[src/rtl/jtag_idc_pkg.sv]
package jtag_idc_pkg;

  typedef enum logic [3:0] {
    ST_RESET, ST_IDLE,
    ST_DR_SEL, ST_DR_CAP, ST_DR_SHIFT, ST_DR_EX1, ST_DR_PAUSE, ST_DR_EX2, ST_DR_UPD,
    ST_IR_SEL, ST_IR_CAP, ST_IR_SHIFT, ST_IR_EX1, ST_IR_PAUSE, ST_IR_EX2, ST_IR_UPD
  } tap_st_e;

  // Controller graph: successor of s for mode-select value m
  function automatic tap_st_e tap_next(tap_st_e s, logic m);
    tap_st_e n;
    case (s)
      ST_RESET:    n = m ? ST_RESET    : ST_IDLE;
      ST_IDLE:     n = m ? ST_DR_SEL   : ST_IDLE;
      ST_DR_SEL:   n = m ? ST_IR_SEL   : ST_DR_CAP;
      ST_DR_CAP:   n = m ? ST_DR_EX1   : ST_DR_SHIFT;
      ST_DR_SHIFT: n = m ? ST_DR_EX1   : ST_DR_SHIFT;
      ST_DR_EX1:   n = m ? ST_DR_UPD   : ST_DR_PAUSE;
      ST_DR_PAUSE: n = m ? ST_DR_EX2   : ST_DR_PAUSE;
      ST_DR_EX2:   n = m ? ST_DR_UPD   : ST_DR_SHIFT;
      ST_DR_UPD:   n = m ? ST_DR_SEL   : ST_IDLE;
      ST_IR_SEL:   n = m ? ST_RESET    : ST_IR_CAP;
      ST_IR_CAP:   n = m ? ST_IR_EX1   : ST_IR_SHIFT;
      ST_IR_SHIFT: n = m ? ST_IR_EX1   : ST_IR_SHIFT;
      ST_IR_EX1:   n = m ? ST_IR_UPD   : ST_IR_PAUSE;
      ST_IR_PAUSE: n = m ? ST_IR_EX2   : ST_IR_PAUSE;
      ST_IR_EX2:   n = m ? ST_IR_UPD   : ST_IR_SHIFT;
      default:     n = m ? ST_DR_SEL   : ST_IDLE;  // ST_IR_UPD
    endcase
    return n;
  endfunction

  // Device code for chain slot idx under revision rev.
  // Form: {generation nibble, 16C, device digit, 057}
  function automatic logic [31:0] id_code(logic [1:0] rev, int idx);
    logic [3:0] dig;
    logic [3:0] gen;
    logic       late;
    case (idx)
      0:       dig = 4'h7;
      1:       dig = 4'h3;
      2:       dig = 4'h4;
      3:       dig = 4'h5;
      default: dig = 4'h6;
    endcase
    late = (idx == 2) || (idx >= 4);
    case (rev)
      2'd0:    gen = (idx == 1 || idx == 3) ? 4'h2 : 4'h1;
      2'd1:    gen = late ? 4'h2 : 4'h3;
      default: gen = late ? 4'h3 : 4'h4;
    endcase
    return {gen, 12'h16C, dig, 12'h057};
  endfunction

  // Lowest chain bit of slot idx: one leading gap bit, one extra gap before slot gap_idx
  function automatic int id_offset(int idx, int id_w, int gap_idx);
    return 1 + idx * id_w + ((idx >= gap_idx) ? 1 : 0);
  endfunction

endpackage

[src/rtl/tap_ctrl.sv]
module tap_ctrl
  import jtag_idc_pkg::*;
(
  input  logic tck,
  input  logic trst_n,
  input  logic tms,
  output logic ev_cap_dr,
  output logic ev_shift_dr,
  output logic ev_cap_ir,
  output logic ev_shift_ir,
  output logic ev_upd_ir
);

  localparam int ONES_TO_RESET = 5;
  localparam int OW = $clog2(ONES_TO_RESET + 1);

  tap_st_e       state_q;
  tap_st_e       state_nxt;
  logic [OW-1:0] ones_q;

  assign state_nxt = tap_next(state_q, tms);

  // Actions belong to the state being entered on this edge
  assign ev_cap_dr   = (state_nxt == ST_DR_CAP);
  assign ev_shift_dr = (state_nxt == ST_DR_SHIFT);
  assign ev_cap_ir   = (state_nxt == ST_IR_CAP);
  assign ev_shift_ir = (state_nxt == ST_IR_SHIFT);
  assign ev_upd_ir   = (state_nxt == ST_IR_UPD);

  always_ff @(posedge tck or negedge trst_n) begin
    if (!trst_n) state_q <= ST_RESET;
    else         state_q <= state_nxt;
  end

  // Run of consecutive tms-high edges, saturating (feeds the R2 check)
  always_ff @(posedge tck or negedge trst_n) begin
    if (!trst_n)                         ones_q <= '0;
    else if (!tms)                       ones_q <= '0;
    else if (ones_q != OW'(ONES_TO_RESET)) ones_q <= ones_q + 1'b1;
  end

  p_five_ones_r2: assert property (@(posedge tck) disable iff (!trst_n)
    (ones_q == OW'(ONES_TO_RESET)) |-> (state_q == ST_RESET));

  p_reset_exit_r2: assert property (@(posedge tck) disable iff (!trst_n)
    (state_q == ST_RESET && !tms) |=> (state_q == ST_IDLE));

endmodule

[src/rtl/tap_ir.sv]
module tap_ir #(
  parameter int IR_LEN = 46
) (
  input  logic              tck,
  input  logic              trst_n,
  input  logic              tdi,
  input  logic              ev_cap,
  input  logic              ev_shift,
  input  logic              ev_upd,
  output logic              ir_lsb,
  output logic [IR_LEN-1:0] cur_instr
);

  localparam logic [IR_LEN-1:0] IR_CAPTURE = {{(IR_LEN-1){1'b0}}, 1'b1};

  logic [IR_LEN-1:0] ir_q;

  always_ff @(posedge tck or negedge trst_n) begin
    if (!trst_n)       ir_q <= '0;
    else if (ev_cap)   ir_q <= IR_CAPTURE;
    else if (ev_shift) ir_q <= {tdi, ir_q[IR_LEN-1:1]};
  end

  always_ff @(posedge tck or negedge trst_n) begin
    if (!trst_n)     cur_instr <= '0;
    else if (ev_upd) cur_instr <= ir_q;
  end

  assign ir_lsb = ir_q[0];

  p_ir_capture_r3: assert property (@(posedge tck) disable iff (!trst_n)
    ev_cap |=> (ir_lsb == 1'b1));

  p_instr_stable_r5: assert property (@(posedge tck) disable iff (!trst_n)
    !ev_upd |=> $stable(cur_instr));

  p_ir_hold_r11: assert property (@(posedge tck) disable iff (!trst_n)
    !(ev_cap || ev_shift) |=> $stable(ir_q));

endmodule

[src/rtl/tap_idchain.sv]
module tap_idchain
  import jtag_idc_pkg::*;
#(
  parameter int CHAIN_LEN = 197,
  parameter int ID_W      = 32,
  parameter int N_ID      = 6,
  parameter int GAP_IDX   = 4
) (
  input  logic       tck,
  input  logic       trst_n,
  input  logic [1:0] rev_sel,
  input  logic       ev_cap,
  input  logic       ev_shift,
  output logic       chain_msb
);

  logic [ID_W-1:0]      id_words [N_ID];
  logic [CHAIN_LEN-1:0] cap_vec;
  logic [CHAIN_LEN-1:0] chain_q;

  for (genvar g = 0; g < N_ID; g++) begin : g_id
    assign id_words[g] = ID_W'(id_code(rev_sel, g));
  end

  // Clear everything, then place each code MSB-first from its offset upward
  always_comb begin
    cap_vec = '0;
    for (int i = 0; i < N_ID; i++) begin
      for (int j = 0; j < ID_W; j++) begin
        cap_vec[id_offset(i, ID_W, GAP_IDX) + j] = id_words[i][ID_W-1-j];
      end
    end
  end

  always_ff @(posedge tck or negedge trst_n) begin
    if (!trst_n)       chain_q <= '0;
    else if (ev_cap)   chain_q <= cap_vec;
    else if (ev_shift) chain_q <= {chain_q[CHAIN_LEN-2:0], 1'b0};
  end

  assign chain_msb = chain_q[CHAIN_LEN-1];

  p_lead_gap_r6: assert property (@(posedge tck) disable iff (!trst_n)
    ev_cap |=> (chain_q[0] == 1'b0));

  p_zero_fill_r7: assert property (@(posedge tck) disable iff (!trst_n)
    ev_shift |=> (chain_q[0] == 1'b0));

  p_chain_hold_r11: assert property (@(posedge tck) disable iff (!trst_n)
    !(ev_cap || ev_shift) |=> $stable(chain_q));

endmodule

[src/rtl/jtag_idchain_tap.sv]
module jtag_idchain_tap #(
  parameter int IR_LEN    = 46,
  parameter int CHAIN_LEN = 197,
  parameter int ID_W      = 32,
  parameter int N_ID      = 6,
  parameter int GAP_IDX   = 4
) (
  input  logic              tck,
  input  logic              trst_n,
  input  logic              tms,
  input  logic              tdi,
  input  logic [1:0]        rev_sel,
  output logic              tdo,
  output logic [IR_LEN-1:0] cur_instr
);

  logic ev_cap_dr, ev_shift_dr, ev_cap_ir, ev_shift_ir, ev_upd_ir;
  logic ir_lsb, chain_msb;

  tap_ctrl u_ctrl (
    .tck         (tck),
    .trst_n      (trst_n),
    .tms         (tms),
    .ev_cap_dr   (ev_cap_dr),
    .ev_shift_dr (ev_shift_dr),
    .ev_cap_ir   (ev_cap_ir),
    .ev_shift_ir (ev_shift_ir),
    .ev_upd_ir   (ev_upd_ir)
  );

  tap_ir #(.IR_LEN(IR_LEN)) u_ir (
    .tck       (tck),
    .trst_n    (trst_n),
    .tdi       (tdi),
    .ev_cap    (ev_cap_ir),
    .ev_shift  (ev_shift_ir),
    .ev_upd    (ev_upd_ir),
    .ir_lsb    (ir_lsb),
    .cur_instr (cur_instr)
  );

  tap_idchain #(
    .CHAIN_LEN (CHAIN_LEN),
    .ID_W      (ID_W),
    .N_ID      (N_ID),
    .GAP_IDX   (GAP_IDX)
  ) u_chain (
    .tck       (tck),
    .trst_n    (trst_n),
    .rev_sel   (rev_sel),
    .ev_cap    (ev_cap_dr),
    .ev_shift  (ev_shift_dr),
    .chain_msb (chain_msb)
  );

  always_ff @(posedge tck or negedge trst_n) begin
    if (!trst_n)          tdo <= 1'b0;
    else if (ev_shift_ir) tdo <= ir_lsb;
    else if (ev_shift_dr) tdo <= chain_msb;
  end

  p_tdo_hold_r9: assert property (@(posedge tck) disable iff (!trst_n)
    !(ev_shift_dr || ev_shift_ir) |=> $stable(tdo));

  p_tdo_ir_r4: assert property (@(posedge tck) disable iff (!trst_n)
    ev_shift_ir |=> (tdo == $past(ir_lsb)));

  p_tdo_dr_r7: assert property (@(posedge tck) disable iff (!trst_n)
    ev_shift_dr |=> (tdo == $past(chain_msb)));

endmodule

[config.mk]
export PLATFORM = sky130hd
export DESIGN_NAME = jtag_idchain_tap
export DESIGN_NICKNAME = d
export VERILOG_FILES = /design/src/rtl/jtag_idc_pkg.sv /design/src/rtl/tap_ctrl.sv /design/src/rtl/tap_ir.sv /design/src/rtl/tap_idchain.sv /design/src/rtl/jtag_idchain_tap.sv
export SDC_FILE = /design/constraint.sdc
export NUM_CORES = 1
export LEC_CHECK = 0
export BUFFER_PORTS_ARGS = -buffer_cell sky130_fd_sc_hd__buf_2
export CAP_MARGIN = 20
export CORE_UTILIZATION = 54
export CTS_CLUSTER_SIZE = 10
export DETAILED_ROUTE_END_ITERATION = 8
export PLACE_DENSITY = 0.72
export SYNTH_ARGS = -nofsm -noshare
export SYNTH_HDL_FRONTEND = slang
export SYNTH_SLANG_ARGS = --single-unit
[constraint.sdc]
create_clock -name tck -period 2 [get_ports tck]
set_input_delay 0.6 -clock tck [delete_from_list [all_inputs] [get_ports tck]]
set_output_delay 0.6 -clock tck [all_outputs]
set_load 0.03 [all_outputs]
* Yosys cells after proc, flatten, opt, wreduce, memory -nomap -nowiden
Cells that the tools add are included.
** Storage, ports and cells
- Flip-flop bits (word level) :: 294
- Memories :: 0
- RAM bits :: 0
- Input port bits :: 6
- Bits in latches :: 0
- Bits in read-only memories :: 0
- Output and inout bits :: 47
- Logic and storage cells :: 52
** Cells by class
- Bitwise logic cells :: 0
- Eq/ne operators :: 18
- Div/mod/pow operators :: 0
- Shifts and indexed selects :: 0
- Reductions and logical operators :: 7
- $add $sub $neg :: 0
- Mux-type cells :: 22
- $lt $le $gt $ge :: 0
- Multipliers :: 0
** Operators with widths (number)
- 197-bit 2-to-1 mux :: 2
- 46-bit 2-to-1 mux :: 2
- 4-bit one-hot mux with 11 select lines :: 1
- 4-bit equality test (second input constant) :: 9
- 4-bit by 3-bit equality test with 1-bit output (second input constant) :: 5
- 4-bit 2-to-1 mux :: 4
- 4-bit by 2-bit equality test with 1-bit output (second input constant) :: 3
- 3-bit one-hot mux with 2 select lines :: 2
- 2-bit 2-to-1 mux :: 3
- 3-bit 2-to-1 mux :: 2
- 2-bit nonzero test :: 3
- 1-bit 2-to-1 mux :: 5
- 4-bit zero test :: 1
- 2-bit one-hot mux with 2 select lines :: 1
- 2-bit OR reduction :: 2
- 2-bit by 1-bit equality test with 1-bit output (second input constant) :: 1
- 2-bit zero test :: 1

* Depth between registers and ports, before layout
- Word-level depth :: 6
- Gate-level depth with buffers :: 8
- Mapped depth without buffers :: 4

* Modules after synthesis
From an unflattened synthesis, not the netlist that was laid out.
** Second synthesis, totals
- Cell total of the unflattened synthesis :: 927
- Area, all modules :: 12196.7 um2
** Modules (own cells, without submodules)
- tap_idchain :: area an instance 8006.4 um2, instances 1, cells an instance 634, seq. area each 4879.7 um2
- tap_ir :: area an instance 3776.1 um2, instances 1, cells an instance 245, seq. area each 2302.2 um2
- tap_ctrl :: area an instance 370.4 um2, instances 1, cells an instance 44, seq. area each 100.1 um2
- jtag_idchain_tap :: area an instance 43.8 um2, instances 1, cells an instance 4, seq. area each 25.0 um2

* Worst setup path before layout
OpenSTA, ideal clock, no wires.
- Path type :: in2reg
- From :: in tms
- To :: reg u_ir.cur_instr[2]
- Library setup time :: 0.125 ns
- Path slack :: 0.232 ns
- Arrival time :: 1.643 ns
- Stages :: 5
- Cells stage by stage :: buf_2 -> nand3_1 -> buf_2 -> buf_2 -> mux2_2
** Between the ends
- Cells in the longest elaborated chain, start to end :: 3
- Elaborated cells on any way between the ends :: 14
** RTL lines
- start: declaration :: RTL line jtag_idchain_tap.sv:10 : input logic tms,
- 2-bit 2-to-1 mux, or another cell as far along
- 4-bit one-hot mux with 11 select lines * :: RTL line jtag_idc_pkg.sv:12 : case (s)
- 4-bit equality test * :: RTL line tap_ctrl.sv:28 : assign ev_upd_ir = (state_nxt == ST_IR_UPD);
- end signal: assignment :: RTL line tap_ir.sv:26 : else if (ev_upd) cur_instr <= ir_q;
- end: declaration :: RTL line tap_ir.sv:11 : output logic [IR_LEN-1:0] cur_instr
Every way passes the cells marked *; elsewhere a longest branch is shown, timed or not.
A chain may end at the register's enable or synchronous reset.

* Final worst setup path
- From :: reg u_ctrl.state_q[2]
- To :: reg u_chain.chain_q[3]
** Between the ends
- Cells in the longest elaborated chain, start to end :: 5
- Elaborated cells on any way between the ends :: 20
** RTL lines
- start: declaration :: RTL line tap_ctrl.sv:17 : tap_st_e state_q;
- start signal: assignment :: RTL line tap_ctrl.sv:32 : else state_q <= state_nxt;
- 4-bit equality test, or another cell as far along :: RTL line jtag_idc_pkg.sv:12
- 2-bit OR reduction (no line)
- 4-bit one-hot mux with 11 select lines * :: RTL line jtag_idc_pkg.sv:12
- 4-bit by 2-bit equality test with 1-bit output or 4-bit by 3-bit equality test with 1-bit output (tied branches) :: RTL line tap_ctrl.sv:24, tap_ctrl.sv:25
- 197-bit 2-to-1 mux or 2-bit nonzero test (tied branches)
- end signal: assignment :: RTL line tap_idchain.sv:37 : else if (ev_cap) chain_q <= cap_vec;
- end signal: assignment :: RTL line tap_idchain.sv:38 : else if (ev_shift) chain_q <= {chain_q[CHAIN_LEN-2:0], 1'b0};
- end: declaration :: RTL line tap_idchain.sv:19 : logic [CHAIN_LEN-1:0] chain_q;
Marked as above.

==> reports/summary.txt <==
status = complete, no violations
post-CTS sizing = 0
cell leakage power = 0.005890 µW
CTS tree = yes
first-pass GRT wire length = 32870 µm
Core Rows = 51
Fillers = 1397
Clock Sinks = 292
sequential share of the synthesized area = 68.39%
routed length per placed instance = 18.79 µm
Starting Density = 55.08%
diode count = 0
area grow syn2layout = 15.61%
HP Class = input pin to flop
share of cells above drive strength 1 = 22.29%
Worst-Skew Late Latency = 500 ps
Tot GR Track Use = 20.33%
Final ANT Viol Nets = 0
Pins Over Slew Limit = 0
Detailed Place HPWL = 11030 µm
Post-Syn Area = 0.01068 mm²
Starting DRT DRC Count = 455
clk buf depth = 3
FMAX = 554.8 MHz
Routed WL = 19560 µm
I/O Buffers = 52
final clock skew = 12.82 ps
via density per instance = 6.023
HP Start = tdi
Final min period = 1802 ps
crit end category = flop
drt pass-1 iters = 5
Least-Margin Pin Slew = 361.9 ps
vias in the first global route = 6269
Ys Warns = 0
pwr dens = 1501 mW/mm²
synthesized flop and latch total = 292
Die Y = 142.7 µm
Reg clk slew, reported paths = 50 ps
root buf cell = clkbuf_16
CTS buffer count = 35
Final Hold Vio Count = 0
Total Power = 18540 µW
remaining global-route overflow = 0
max-slew headroom at the worst pin = 75.87%
CP Class = flop to flop
Avg Cell Area, Syn = 14.84 µm²
core area = 0.01940 mm²
commonest non-fill, non-tap cell in the layout = dfrtp_1
Boundary Pins = 53
DR vias = 6270
Finish-stage setup viols = 0
initial antenna violation count = 0
Cells after Synth = 720
die area = 0.02035 mm²
CP required = 2430 ps
part of the cycle the worst path needs = 90.12%
crit path max fanout = 13
H-tree Lvls = 2
Distinct cells, synth = 37
RR Startpoint = u_ctrl.state_q[2]
die width = 142.7 µm
RSZ-0062 raised after global routing = false
most frequent cells in the layout = dfrtp_1 (292), a22o_1 (148), o22a_1 (72)
largest net degree at the start of global routing = 67
post-route cell area = 0.01235 mm²
Worst IR Drop VDD = 694.4 µV
Max Cap Violations = 0
Critical Path Source = u_ctrl.state_q[2]
syn nets = 726
drc violations = 0
setup TNS = 0 ps
Final Core Density = 63.67%
fin nets = 780
Startpoint Class = flop
dpl cell area = 0.01139 mm²
RePlAce Congestion = 0.7671
worst hold slack = 327.2 ps
crit path DAT = 2230 ps
## sequential cells by signal, summed over array words and instances, names as in the netlist
signal / flops
tdo: 1
u_chain.chain_q: 195
u_ctrl.state_q: 4
u_ir.cur_instr: 46
u_ir.ir_q: 46
## synthesized netlist by cell type
master / instances / area (µm²)
a211oi_1: 1 / 7.510
a21boi_0: 1 / 7.510
a21o_1: 1 / 7.510
a21oi_1: 19 / 95.09
a221o_1: 10 / 100.1
a22o_1: 148 / 1296
a22oi_1: 3 / 22.52
and2_1: 2 / 12.51
and3_1: 2 / 12.51
buf_1: 1 / 3.750
buf_2: 42 / 210.2
buf_4: 7 / 52.55
buf_6: 3 / 33.78
clkbuf_1: 11 / 41.29
dfrtp_1: 292 / 7307
inv_1: 4 / 15.01
mux2_2: 45 / 506.7
nand2_1: 21 / 78.83
nand2b_1: 4 / 25.02
nand3_1: 2 / 10.01
nor2_1: 6 / 22.52
nor2b_1: 2 / 12.51
nor2b_4: 1 / 13.76
nor3_1: 3 / 15.01
nor3_2: 1 / 10.01
nor3_4: 1 / 16.27
nor3b_2: 1 / 12.51
o2111ai_2: 1 / 15.01
o211ai_1: 1 / 7.510
o21a_1: 1 / 7.510
o21ai_0: 5 / 25.02
o21ai_2: 1 / 8.760
o22a_1: 72 / 630.6
o31a_1: 1 / 8.760
o32ai_1: 1 / 8.760
or3_1: 1 / 6.260
xnor2_1: 2 / 17.52
## stage by stage
step,setup WS [ps],instances
3_5_place_dp,172.6,1001
5_1_grt,145.8,1041
4_1_cts,194.2,1041
6_report,197.6,1041
3_3_place_gp,194.8,1001
2_1_floorplan,232.4,720
## worst paths after layout
kind / to / slack, ps / cells after the start
setup / recovery: u_chain.chain_q[3] / 200 / 5
setup reg to reg: u_chain.chain_q[3] / 200 / 5
min in group asynchronous: u_chain.chain_q[85] / 560 / 2
max in group asynchronous: u_ir.cur_instr[35] / 750 / 3
hold reg to reg: u_chain.chain_q[2] / 470 / 1
hold / removal: u_ir.ir_q[45] / 330 / 2
## cell type report
type / instances / area [µm²] / area share [%]
Sequential cell: 292 / 7307 / 59.16
Multi-Input combinational cell: 360 / 3059 / 24.77
Clock buffer: 38 / 939.7 / 7.607
Timing Repair Buffer: 81 / 690.7 / 5.592
Tap cell: 265 / 331.6 / 2.684
Inverter: 4 / 15.01 / 0.1216
Clock inverter: 1 / 8.758 / 0.07091
## worst max-delay path: stages (launching register included)
cell	delay, ps
dfrtp_1	370
buf_4	180
or3_1	420
nor3_2	280
and2_1	330
a221o_1	160
## metal layers
layer	vias to the layer above	global-route usage, %	share of wire [%]
met3	28	3.521	3.5
li1	2814	-	-
met5	-	0	0
met2	110	29.75	47
met4	0	6.735	1.6
met1	3318	31.03	48
## cells by family (layout without fill, tap and decap cells)
group                  after synthesis  after routing  synth area share, %
flip-flops                         292            292                68.39
AO/OA/AOI/OAI                      266            266                21.04
buffers and inverters               68            124                3.338
AND/OR/NAND/NOR                     47             47                2.319
multiplexers                        45             45                4.743
XOR/XNOR                             2              2               0.1640
## power breakdown
part	switching (µW)	leakage, µW	internal [µW]	total, µW
combinational	2120	0.00170	2190	4310
clock	2160	0.000467	3280	5440
sequential	1060	0.00372	7730	8790
## timing repair
item,CTS,global route
endpoints found under the hold margin,24,0
hold buffers,1,0
buffers inserted,0,0
No activity file was read; power rests on OpenSTA's default activity.
